==> config.mk <==
export PLATFORM = sky130hd
export DESIGN_NAME = usb_evt_flags
export DESIGN_NICKNAME = d
export VERILOG_FILES = /design/src/rtl/usb_evt_pkg.sv /design/src/rtl/usb_evt_detect.sv /design/src/rtl/usb_evt_status.sv /design/src/rtl/usb_evt_mask.sv /design/src/rtl/usb_evt_summary.sv /design/src/rtl/usb_evt_flags.sv
export SDC_FILE = /design/constraint.sdc
export NUM_CORES = 1
export LEC_CHECK = 0
export BUFFER_PORTS_ARGS = -buffer_cell sky130_fd_sc_hd__buf_2
export CAP_MARGIN = 20
export CORE_AREA = 2 2 40 42
export CTS_BUF_LIST = sky130_fd_sc_hd__clkbuf_4
export DETAILED_ROUTE_END_ITERATION = 8
export DIE_AREA = 0 0 42 44
export GPL_TIMING_DRIVEN = 0
export PLACE_DENSITY_LB_ADDON = 0.15
export SKIP_LAST_GASP = 1
export SLEW_MARGIN = 20
export SYNTH_ARGS = -nofsm -noshare
export SYNTH_HDL_FRONTEND = slang
export SYNTH_SLANG_ARGS = --single-unit
==> constraint.sdc <==
create_clock -name clk -period 1.8 [get_ports clk]
set_input_delay 0.36 -clock clk [delete_from_list [all_inputs] [get_ports clk]]
set_output_delay 0.36 -clock clk [all_outputs]
set_load 0.05 [all_outputs]
==> src/rtl/usb_evt_pkg.sv <==
package usb_evt_pkg;

   localparam int REG_W = 8;

   // flag positions decoded by software and by the summary logic
   localparam int B_DIRERR = 6;
   localparam int B_HSHOST = 5;
   localparam int B_RESUME = 4;
   localparam int B_BUSRST = 3;
   localparam int B_ERRSUM = 2;

   localparam logic [REG_W-1:0] W1C_BITS  = 8'b0111_1000;
   localparam logic [REG_W-1:0] MIRR_BITS = 8'b0000_0100;
   localparam logic [REG_W-1:0] RSVD_BITS = 8'b1000_0011;

   typedef enum logic [1:0] {
      CELL_STICKY = 2'd0,
      CELL_MIRROR = 2'd1,
      CELL_ZERO   = 2'd2
   } cell_kind_e;

   function automatic cell_kind_e kind_of(input int pos);
      if (W1C_BITS[pos])       return CELL_STICKY;
      else if (MIRR_BITS[pos]) return CELL_MIRROR;
      else                     return CELL_ZERO;
   endfunction

endpackage

==> src/rtl/usb_evt_detect.sv <==
module usb_evt_detect
   import usb_evt_pkg::*;
(
   input  logic             tok_in_ep,
   input  logic             tok_out_ep,
   input  logic             ep_dir_in,
   input  logic             hs_seen,
   input  logic             resume_seen,
   input  logic             bus_reset_seen,
   input  logic             suspended,
   output logic [REG_W-1:0] set_vec
);

   logic wrong_dir;

   // a token disagreeing with the configured direction of the bulk endpoint
   assign wrong_dir = (tok_out_ep & ep_dir_in) | (tok_in_ep & ~ep_dir_in);

   always_comb begin
      set_vec           = '0;
      set_vec[B_DIRERR] = wrong_dir;
      set_vec[B_HSHOST] = hs_seen;
      set_vec[B_RESUME] = resume_seen & suspended;
      set_vec[B_BUSRST] = bus_reset_seen;
   end

endmodule

==> src/rtl/usb_evt_status.sv <==
module usb_evt_status
   import usb_evt_pkg::*;
(
   input  logic             clk,
   input  logic             rst_n,
   input  logic [REG_W-1:0] set_vec,
   input  logic             wr_en,
   input  logic [REG_W-1:0] wdata,
   input  logic             err_lvl,
   output logic [REG_W-1:0] stat_q
);

   for (genvar i = 0; i < REG_W; i++) begin : g_cell
      localparam cell_kind_e KIND = kind_of(i);
      if (KIND == CELL_STICKY) begin : g_sticky
         logic flag_q;
         logic clr_hit;
         assign clr_hit = wr_en & wdata[i];
         always_ff @(posedge clk or negedge rst_n) begin
            if (!rst_n) flag_q <= 1'b0;
            else        flag_q <= set_vec[i] | (flag_q & ~clr_hit);
         end
         assign stat_q[i] = flag_q;
      end else if (KIND == CELL_MIRROR) begin : g_mirror
         assign stat_q[i] = err_lvl;
      end else begin : g_zero
         assign stat_q[i] = 1'b0;
      end
   end

   AST_EVENT_WINS: assert property (@(posedge clk) disable iff (!rst_n)
      (|(set_vec & W1C_BITS)) |=> ((stat_q & $past(set_vec & W1C_BITS)) == $past(set_vec & W1C_BITS)));

   AST_W1C_CLEARS: assert property (@(posedge clk) disable iff (!rst_n)
      wr_en |=> ((stat_q & $past(wdata & W1C_BITS & ~set_vec)) == '0));

endmodule

==> src/rtl/usb_evt_mask.sv <==
module usb_evt_mask
   import usb_evt_pkg::*;
(
   input  logic             clk,
   input  logic             rst_n,
   input  logic             wr_en,
   input  logic [REG_W-1:0] wdata,
   output logic [REG_W-1:0] mask_q
);

   logic [REG_W-1:0] store_q;

   always_ff @(posedge clk or negedge rst_n) begin
      if (!rst_n)     store_q <= '1;
      else if (wr_en) store_q <= wdata;
   end

   // reserved positions are forced to one so they never contribute
   assign mask_q = store_q | RSVD_BITS;

endmodule

==> src/rtl/usb_evt_summary.sv <==
module usb_evt_summary
   import usb_evt_pkg::*;
(
   input  logic             clk,
   input  logic             rst_n,
   input  logic [REG_W-1:0] stat,
   input  logic [REG_W-1:0] mask,
   input  logic             clr,
   output logic             irq
);

   logic any_live;

   assign any_live = |(stat & ~mask);

   always_ff @(posedge clk or negedge rst_n) begin
      if (!rst_n) irq <= 1'b0;
      else        irq <= any_live | (irq & ~clr);
   end

   AST_IRQ_SETS: assert property (@(posedge clk) disable iff (!rst_n)
      any_live |=> irq);

   AST_IRQ_HOLDS: assert property (@(posedge clk) disable iff (!rst_n)
      (irq && !clr) |=> irq);

endmodule

==> src/rtl/usb_evt_flags.sv <==
module usb_evt_flags
   import usb_evt_pkg::*;
#(
   parameter int ADDR_W   = 8,
   parameter int STAT_OFS = 16,
   parameter int MASK_OFS = 17
) (
   input  logic              clk,
   input  logic              rst_n,
   input  logic [ADDR_W-1:0] reg_addr,
   input  logic              reg_wr,
   input  logic [REG_W-1:0]  reg_wdata,
   output logic [REG_W-1:0]  reg_rdata,
   input  logic              tok_in_ep,
   input  logic              tok_out_ep,
   input  logic              ep_dir_in,
   input  logic              hs_seen,
   input  logic              resume_seen,
   input  logic              bus_reset_seen,
   input  logic              suspended,
   input  logic              err_pending,
   input  logic              irq_clr,
   output logic              irq_latched
);

   localparam logic [ADDR_W-1:0] STAT_A = ADDR_W'(STAT_OFS);
   localparam logic [ADDR_W-1:0] MASK_A = ADDR_W'(MASK_OFS);

   if (ADDR_W < 1 || ADDR_W > 16) begin : g_bad_aw
      $error("usb_evt_flags: ADDR_W must be 1..16");
   end
   if (STAT_OFS < 0 || STAT_OFS >= (1 << ADDR_W) ||
       MASK_OFS < 0 || MASK_OFS >= (1 << ADDR_W)) begin : g_bad_ofs
      $error("usb_evt_flags: offsets must fit in ADDR_W bits");
   end
   if (STAT_OFS == MASK_OFS) begin : g_same_ofs
      $error("usb_evt_flags: register offsets must differ");
   end

   logic             sel_stat;
   logic             sel_mask;
   logic [REG_W-1:0] set_vec;
   logic [REG_W-1:0] stat_q;
   logic [REG_W-1:0] mask_q;

   assign sel_stat = (reg_addr == STAT_A);
   assign sel_mask = (reg_addr == MASK_A);

   usb_evt_detect i_detect (
      .tok_in_ep      (tok_in_ep),
      .tok_out_ep     (tok_out_ep),
      .ep_dir_in      (ep_dir_in),
      .hs_seen        (hs_seen),
      .resume_seen    (resume_seen),
      .bus_reset_seen (bus_reset_seen),
      .suspended      (suspended),
      .set_vec        (set_vec)
   );

   usb_evt_status i_status (
      .clk     (clk),
      .rst_n   (rst_n),
      .set_vec (set_vec),
      .wr_en   (reg_wr & sel_stat),
      .wdata   (reg_wdata),
      .err_lvl (err_pending),
      .stat_q  (stat_q)
   );

   usb_evt_mask i_mask (
      .clk    (clk),
      .rst_n  (rst_n),
      .wr_en  (reg_wr & sel_mask),
      .wdata  (reg_wdata),
      .mask_q (mask_q)
   );

   usb_evt_summary i_summary (
      .clk  (clk),
      .rst_n(rst_n),
      .stat (stat_q),
      .mask (mask_q),
      .clr  (irq_clr),
      .irq  (irq_latched)
   );

   always_comb begin
      if (sel_stat)      reg_rdata = stat_q;
      else if (sel_mask) reg_rdata = mask_q;
      else               reg_rdata = '0;
   end

   AST_RESUME_GATED: assert property (@(posedge clk) disable iff (!rst_n)
      (resume_seen && !suspended && !stat_q[B_RESUME]) |=> !stat_q[B_RESUME]);

   AST_DIRERR_SETS: assert property (@(posedge clk) disable iff (!rst_n)
      ((tok_out_ep && ep_dir_in) || (tok_in_ep && !ep_dir_in)) |=> stat_q[B_DIRERR]);

endmodule

==> results of run 1 <==
## where the power goes
group	internal (mW)	switching (mW)
registers	0.235	0.00541
logic	0.0389	0.0319
clock network	0.0802	0.0767
total	0.354	0.114
## metrics by stage
step | setup WS [ns] | hold WS (ns)
2_1_floorplan | 0.0000929 | 0.0644
3_3_place_gp | -0.301 | 0.233
3_5_place_dp | -0.307 | 0.227
4_1_cts | 0.0113 | 0.255
5_1_grt | 0.00202 | 0.258
6_report | 0.0390 | 0.265
## cells in the mapped netlist
master and number:
and2_2 1, a221o_1 1, nand4_4 1, dfrtp_1 5, a22o_1 6, nor2b_1 1, nor4b_4 1, nor3_1 1
buf_2 1, or3_1 1, buf_4 2, nand4_1 4, and3_1 1, nor4_2 1, a21o_1 2, inv_1 6
o22ai_1 3, mux2_2 5, dfstp_2 5
## cell families (layout without fill, tap and decap cells)
kind of cell / after synthesis / in the layout / share of synthesized area
AO/OA/AOI/OAI: 12 / 12 / 0.170
multiplexers: 5 / 5 / 0.0996
AND/OR/NAND/NOR: 12 / 12 / 0.201
buffers and inverters: 9 / 53 / 0.0752
flip-flops: 10 / 10 / 0.454
## layout make-up
type,count,area [sq um]
timing repair buffer,40,292
tap,16,20.0
multi-input combinational,29,332
sequential,10,256
clock buffer,3,22.5
inverter,6,22.5
clock inverter,1,3.75
buffer,3,26.3
fill,113,444
## layer usage
| metal | vias to the layer above | part of all wire | track usage | routed length [um] |
|---|---|---|---|---|
| met5 | - | 0 | 0 | 0 |
| met4 | 0 | 0.017 | 0.0968 | 23 |
| met3 | 3 | 0.079 | 0.0708 | 108 |
| met2 | 27 | 0.51 | 0.278 | 693 |
| met1 | 256 | 0.39 | 0.185 | 535 |
| li1 | 269 | - | - | - |
## path summary, 6_finish.rpt
kind | cells past startpoint | slack (ns) | endpoint
hold reg to reg | 1 | 0.54 | i_status.g_cell[5].g_sticky.flag_q$_DFF_PN0_
min in group asynchronous | 2 | 0.47 | i_summary.irq$_DFF_PN0_
hold / removal | 2 | 0.26 | i_status.g_cell[3].g_sticky.flag_q$_DFF_PN0_
max in group asynchronous | 2 | 1.08 | i_mask.store_q[2]$_DFFE_PN1P_
setup reg to reg | 2 | 0.68 | i_summary.irq$_DFF_PN0_
setup / recovery | 6 | 0.04 | reg_rdata[6]
## state kept, by name, summed over array words and instances (netlist names)
signal and count:
i_summary.irq 1, i_mask.store_q 5, i_status.g_cell.g_sticky.flag_q 4
## critical path: cells and delay by family
family	cells	cell delay (ns)
and+or+nand+nor	2	0.51
buffers and inverters	3	0.39
AOI/OAI and AO/OA	1	0.14
## timing repair
item / 4_1_cts / 5_1_grt
gates resized for setup: 15 / 11
pin swaps: 1 / 6
hold buffers: 1 / 0
setup buffers: 4 / 2
setup endpoints to repair: 8 / 7
endpoints found under the hold margin: 5 / 0
==> summary.md, run 1 <==
| Metric | Value |
|---|---|
| Status | complete, no violations |
| Largest net degree at the start of global routing | 11 |
| Worst skew pair latency | around 0.27 ns |
| Port bufs | 33 |
| Maximum VDD drop | approximately 0.00035 V |
| FMAX | about 570 MHz |
| Mapped Area | ~570 sq um |
| Die height | 44 um |
| Remaining routing DRC violations | 0 |
| Mean Syn Cell Area | 11.8 sq um |
| Setup violators final | 0 |
| Post-layout min period | 1.76 ns |
| Final core occ | 0.687 |
| Worst hold path class | in2reg |
| First-pass GRT wire length | 2.26 mm |
| Setup tns final | 0 ns |
| Critical path type | in2out |
| Syn_nets | 76 |
| Synth cell types | 19 |
| Initial antenna violation count | 0 |
| Detailed Routing Iterations Pass 1 | 4 |
| CP Data Arrival Time | 1.40 ns |
| DIE WIDTH | 42 um |
| Synth warn | 0 |
| Final Non-Filler Cells | 108 |
| Max Clock Skew | 0.00261 ns |
| Register area share after synthesis | 0.454 |
| Clock buffer depth | 2 |
| Diodes inserted | 0 |
| Tot Pwr | between 0.4 and 0.5 mW |
| Starting density of the core | 0.399 |
| CP Launch Point | reg_addr[6] |
| CP required | around 1.4 ns |
| Num CTS Buffers | 3 |
| Clock root cell | clkbuf_4 |
| Via density | 5.14 |
| Synth top area share | 0.232 |
| Design Area, Final | 975 sq um |
| Final ANT Viol Nets | 0 |
| CTS tree | yes |
| CP Cell Sequence | buf_2, nor4b_4, and3_1, buf_6, a22o_4, buf_8 |
| Gr ovfl total | 0 |
| CP endpoint kind | output pin |
| Worst-path clk slew | 0.06 ns |
| Top post-synthesis cells by area | dfstp_2 23%, dfrtp_1 22%, mux2_2 10% |
| Critical R2R Launch | i_mask.store_q[5]$_DFFE_PN1P_ |
| Final Wtd Congestion | 0.688 |
| Gr usage total | 0.169 |
| Placeable Area | 1420 sq um |
| Biggest area consumer among synthesized cells | dfstp_2 |
| Full die area | 1850 sq um |
| I/O pins | 37 |
| Vias in the first global route | around 550 |
| Worst slew margin | 0.780 |
| Worst hold start | bus_reset_seen |
| Nets | 121 |
| Vias post-DR | 555 |
| Final wirelength | 1.36 mm |
| RSZ-0062 raised after global routing | no |
| Cell Area, Placed | 801 sq um |
| Share of cells above drive strength 1 | 0.707 |
| CTS sink cnt | 10 |
| Worst slew pin tran | 0.327 ns |
| Slew Limit Fails | 0 |
| DRT iter0 DRCs | 1 |
| H-tree levels | 1 |
| Critical path's slowest cell | nor4b_4 |
| P_leak | 0.507 nW |
| Commonest non-fill, non-tap cell in the layout | buf_2 |
| CP peak stage delay | 0.30 ns |
| WL/cell | 12.6 um |
| Startpoint types | input port |
| DP Wirelength | between 1 and 1.5 mm |
| Placed cells | 97 |
| Period utilization | 0.978 |
| Worst-path fanout max | 8 |
| Syn Inst Count | 48 |
| Max-Cap Viols | 0 |
| Cell Pwr Density | 480 nW/um^2 |
| Commonest non-fill, non-tap cells in the layout | 24 x buf_2, 8 x buf_4, 6 x buf_6, 6 x inv_1 |
| Final Hold Viols | 0 |
| Seq cells post-synth | 10 |
| # rows | 14 |
| Area grow syn2layout | 72.3% |
No activity file was read; power rests on OpenSTA's default activity.
==> run 2, diff against run 1 <==
CORE_AREA = 10 10 48 50   (was 2 2 40 42)
DIE_AREA = 0 0 58 60   (was 0 0 42 44)
GPL_TIMING_DRIVEN = not set   (was 0)
==> summary.md, run 2 (synthesis results as in run 1) <==
| Metric | Value |
|---|---|
| Status | complete, no violations |
| Critical path's slowest cell | nor4b_4 |
| Gr usage total | 0.0989 |
| Fill count | 125 |
| Cell Area, Placed | between 800 and 900 sq um |
| Num CTS Buffers | 3 |
| Final wirelength | 1.66 mm |
| Max Clock Skew | 0.00375 ns |
| CTS tree | yes |
| Multi-input gate area | 317 sq um |
| DRT iter0 DRCs | 0 |
| Commonest non-fill, non-tap cell in the layout | buf_2 |
| Commonest non-fill, non-tap cells in the layout | 25 x buf_2, 8 x buf_4, 6 x inv_1 |
| Startpoint types | input port |
| Vias post-DR | 553 |
| Clock root cell | clkbuf_4 |
| Diodes inserted | 0 |
| Final core occ | 0.672 |
| Setup violators final | 0 |
| Hold slack | roughly 0.28 ns |
| Crit-path most repeated cell | buf_6 |
| Full die area | 3480 sq um |
| Worst-path fanout max | 5 |
| Placeable Area | 1440 sq um |
| P_leak | 0.503 nW |
| CP Data Arrival Time | 1.40 ns |
| Total area of sequential cells | 256 sq um |
| Worst skew pair latency | around 0.26 ns |
| Starting density of the core | 0.394 |
| Final Wtd Congestion | 0.703 |
| H-tree levels | 1 |
| Die height | about 60 um |
| Regs by FF count | i_mask.store_q (5), i_status.g_cell.g_sticky.flag_q (4), i_summary.irq (1) |
| Setup WS pre-CTS | -0.121 ns |
| Worst hold start | bus_reset_seen |
| R2R setup slack | 0.68 ns |
| Hold-critical path depth | 2 |
| Worst R2R Path Depth | 2 |
| Share of cells above drive strength 1 | 0.710 |
| Largest net degree at the start of global routing | 11 |
| Post-layout min period | approximately 1.8 ns |
| Critical path type | in2out |
| RSZ-0062 raised after global routing | yes |
| WL/cell | ~15 um |
| Tot Pwr | between 0.4 and 0.5 mW |
| Max-Cap Viols | 0 |
| Maximum VDD drop | 0.000279 V |
| Critical R2R Launch | i_mask.store_q[4]$_DFFE_PN1P_ |
| # rows | 14 |
| Detailed Routing Iterations Pass 1 | 1 |
| Area grow syn2layout | 70.6% |
| Period utilization | 0.980 |
| Worst Slack Setup Final | between 0.03 and 0.04 ns |
| I/O pins | 37 |
| Design Area, Final | 965 sq um |
| CP peak stage delay | 0.31 ns |
| Initial antenna violation count | 0 |
| Worst hold path class | in2reg |
| Final ANT Viol Nets | 0 |
| Worst slew margin | 0.832 |
| CP required | about 1.4 ns |
| First-pass GRT wire length | 2.70 mm |
| Worst-path clk slew | 0.07 ns |
| Slew Limit Fails | 0 |
| Top reg by flops | i_mask.store_q |
| Cell Pwr Density | 488 nW/um^2 |
| Vias in the first global route | 628 |
| FF-to-FF End | i_summary.irq$_DFF_PN0_ |
| Final Hold Viols | 0 |
| CP Cell Sequence | buf_6, nor4b_4, and3_4, buf_6, a22o_4, buf_8 |
| Remaining routing DRC violations | 0 |
| CP bufs+invs | 3 |
| DP Wirelength | roughly 1.3 mm |
| Worst slew pin tran | 0.249 ns |
| Nets | 122 |
| Port bufs | 33 |
| Worst path top cell family by delay | simple AND/OR/NAND/NOR gates |
| Clock buffer depth | 2 |
| Max reg flops | 5 |
| FMAX | 567 MHz |
| CTS sink cnt | 10 |
| Gr ovfl total | 0 |
| DIE WIDTH | 58 um |
| Via density | between 5 and 6 |
| Min-Delay Endpoint | i_status.g_cell[3].g_sticky.flag_q$_DFF_PN0_ |
| CP endpoint kind | output pin |
run 2: cell types whose count changed in the layout (fill, tap and decap cells not counted):
cell and change:
buf_8 +1, nor3_4 -1, and3_1 -1, and3_4 +1, nor3_1 +1, buf_6 -2
buf_2 +1, clkbuf_4 +1, nor4_4 -1, nor4_2 +1
run 2: worst max-delay path by stage:
| stage | cells past startpoint | end | slack (ns) | start |
|---|---|---|---|---|
| 6_report | 6 | reg_rdata[5] | 0.04 | reg_addr[6] |
| 5_1_grt | 6 | reg_rdata[5] | -0.03 | reg_addr[6] |
| 4_1_cts | 6 | reg_rdata[5] | 0.001 | reg_addr[5] |
| 3_5_place_dp | 6 | reg_rdata[4] | -0.12 | reg_addr[6] |
| 3_3_place_gp | 6 | reg_rdata[2] | -0.12 | reg_addr[6] |
| 2_1_floorplan | 4 | reg_rdata[2] | 0.00009 | reg_addr[6] |
run 2: repair_timing:
| action | 4_1_cts | 5_1_grt |
|---|---|---|
| resized for setup | 12 | 10 |
| hold buffers | 1 | 0 |
| hold endpoints to repair | 5 | 0 |
| buffers inserted | 1 | 1 |
| endpoints found under the setup margin | 8 | 8 |
| pin swaps | 1 | 3 |
run 2: layout make-up:
class                           instances  area share
Timing Repair Buffer                   44       0.335
Sequential cell                        10       0.266
Clock buffer                            3      0.0233
Clock inverter                          1     0.00389
Tap cell                               16      0.0208
Inverter                                6      0.0233
Multi-Input combinational cell         29       0.328
run 2: per-layer routing:
metal  share of wire  wire length [um]  track usage
met5               0                 0            0
met2            0.48               791        0.153
met1            0.44               732        0.111
met4               0                 0       0.0503
met3           0.082               137       0.0466
run 2: where the power goes:
group,internal (mW),total (mW),leakage (nW),switching (mW)
combinational,0.0399,0.0696,0.392,0.0297
clock,0.0800,0.161,0.0154,0.0808
sequential,0.235,0.240,0.0955,0.00564
run 2: per-stage QoR:
step                TNS [ns]  instances
floorplan                  0         48
global placement      -0.594        102
detailed placement    -0.614        102
CTS                        0        108
global route          -0.178        109
finish                     0        109
==> run 3, diff against run 2 <==
CORE_AREA = 2 2 40 42   (was 10 10 48 50)
DIE_AREA = 0 0 42 44   (was 0 0 58 60)
RECOVER_POWER = 25   (was not set)
==> summary.md, run 3 (synthesis results as in run 1) <==
| Metric | Value |
|---|---|
| # rows | 14 |
| I/O pins | 37 |
| Critical path's slowest cell | nor4b_4 |
| CTS sink cnt | 10 |
| Final ANT Viol Nets | 0 |
| Worst path top cell family by delay | simple AND/OR/NAND/NOR gates |
| Crit-path most repeated cell | buf_4 |
| Fill count | 120 |
| Regs by FF count | i_mask.store_q (5), i_status.g_cell.g_sticky.flag_q (4), i_summary.irq (1) |
| Commonest non-fill, non-tap cell in the layout | buf_2 |
| Remaining routing DRC violations | 0 |
| Cell Pwr Density | 538 nW/um^2 |
| FMAX | ~560 MHz |
| Area grow syn2layout | 57.1% |
| Vias post-DR | 545 |
| Maximum VDD drop | between 0.0004 and 0.0005 V |
| Setup violators final | 0 |
| Setup tns final | 0 ns |
| Top reg by flops | i_mask.store_q |
| Gr ovfl total | 0 |
| Gr usage total | 0.169 |
| Max reg flops | 5 |
| Worst skew pair latency | 0.26 ns |
| DRT iter0 DRCs | 10 |
| Initial antenna violation count | 0 |
| Status | complete, no violations |
| Detailed Routing Iterations Pass 1 | 4 |
| Share of cells above drive strength 1 | 0.700 |
| Worst slew margin | 0.631 |
| P_leak | 0.478 nW |
| First-pass GRT wire length | approximately 2.4 mm |
| Clock buffer depth | 2 |
| Largest net degree at the start of global routing | 11 |
| Clock root cell | clkbuf_4 |
| Final Hold Viols | 0 |
| H-tree levels | 1 |
| Hold slack | 0.285 ns |
| Full die area | 1850 sq um |
| CP peak stage delay | 0.27 ns |
| Placeable Area | 1420 sq um |
| Starting density of the core | 0.399 |
| Post-layout min period | 1.77 ns |
| Max Clock Skew | 0.00310 ns |
| Period utilization | 0.983 |
| Worst-path fanout max | 3 |
| Slew Limit Fails | 0 |
| Final core occ | 0.626 |
| Worst slew pin tran | 0.553 ns |
| Max-Cap Viols | 0 |
| CP required | 1.44 ns |
| CP bufs+invs | 3 |
| Num CTS Buffers | 3 |
| Vias in the first global route | 586 |
| Critical path type | in2out |
| Port bufs | 33 |
| DIE WIDTH | 42 um |
| DP Wirelength | 1.09 mm |
| WL/cell | ~13 um |
| Final Wtd Congestion | 0.698 |
| CTS tree | yes |
| Tot Pwr | 0.478 mW |
| Final wirelength | 1.39 mm |
| CP Data Arrival Time | 1.41 ns |
| CP endpoint kind | output pin |
| Commonest non-fill, non-tap cells in the layout | 27 x buf_2, 11 x buf_4, 6 x inv_1 |
| Startpoint types | input port |
| Setup bufs post-CTS | 0 |
| Worst-path clk slew | 0.06 ns |
| RSZ-0062 raised after global routing | no |
| Nets | roughly 120 |
| Via density | 5.14 |
| Die height | ~44 um |
| Worst hold path class | in2reg |
| CP Cell Sequence | buf_2, nor4b_4, and3_1, buf_4, a22o_4, buf_4 |
| Diodes inserted | 0 |
[run 3: cell count changes in the layout (fill, tap and decap cells not counted), sizes merged]
cell    delta
buf        -3
clkbuf     +1
clkinv     -1
[run 3: layer usage]
layer  global-route usage  vias up  part of all wire  routed length, um
met4               0.0387        0                 0                  0
met1                0.204      252              0.43                601
met3               0.0542        0             0.063                 88
met2                0.294       24              0.50                698
li1                     -      269                 -                  -
met5                    0        -                 0                  0
[run 3: worst register-to-register path, stage by stage (launching register included)]
cell	delay (ns)
dfstp_2	0.55
o22ai_1	0.09
or3_1	0.36
[run 3: through the flow]
step	worst slack [ns]	cell area (sq um)	std cells
6_report	0.0300	888	106
5_1_grt	0.00331	888	106
4_1_cts	0.00462	881	106
3_5_place_dp	-0.0825	827	101
3_3_place_gp	-0.0589	827	101
2_1_floorplan	0.0000929	616	48
[run 3: what timing repair did]
action | CTS | global route
hold buffers | 1 | 0
endpoints found under the hold margin | 5 | 0
gates resized for setup | 6 | 2
setup endpoints to repair | 5 | 8
[run 3: area by class of cell]
class	count	area, sq um	share of cell area
timing repair buffer	41	243	0.273
multi-input combinational	29	317	0.356
inverter	6	22.5	0.0254
tap	16	20.0	0.0225
sequential	10	256	0.289
clock buffer	4	30.0	0.0338
[run 3: worst paths after layout]
| kind | from | to | slack (ns) | cells past startpoint |
|---|---|---|---|---|
| min in group asynchronous | rst_n | i_status.g_cell[4].g_sticky.flag_q$_DFF_PN0_ | 0.60 | 2 |
| max in group asynchronous | rst_n | i_mask.store_q[2]$_DFFE_PN1P_ | 0.82 | 2 |
| worst min-delay path | bus_reset_seen | i_status.g_cell[3].g_sticky.flag_q$_DFF_PN0_ | 0.29 | 2 |
| worst min register to register | i_status.g_cell[5].g_sticky.flag_q$_DFF_PN0_ | i_status.g_cell[5].g_sticky.flag_q$_DFF_PN0_ | 0.54 | 1 |
| worst max-delay path | reg_addr[6] | reg_rdata[3] | 0.03 | 6 |
| worst max register to register | i_mask.store_q[5]$_DFFE_PN1P_ | i_summary.irq$_DFF_PN0_ | 0.68 | 2 |
[run 3: report_power, final]
group | leakage (nW) | total [mW] | switching, mW | internal, mW
Sequential | 0.0955 | 0.240 | 0.00536 | 0.235
Clock | 0.0184 | 0.174 | 0.0736 | 0.100
Combinational | 0.364 | 0.0640 | 0.0295 | 0.0345
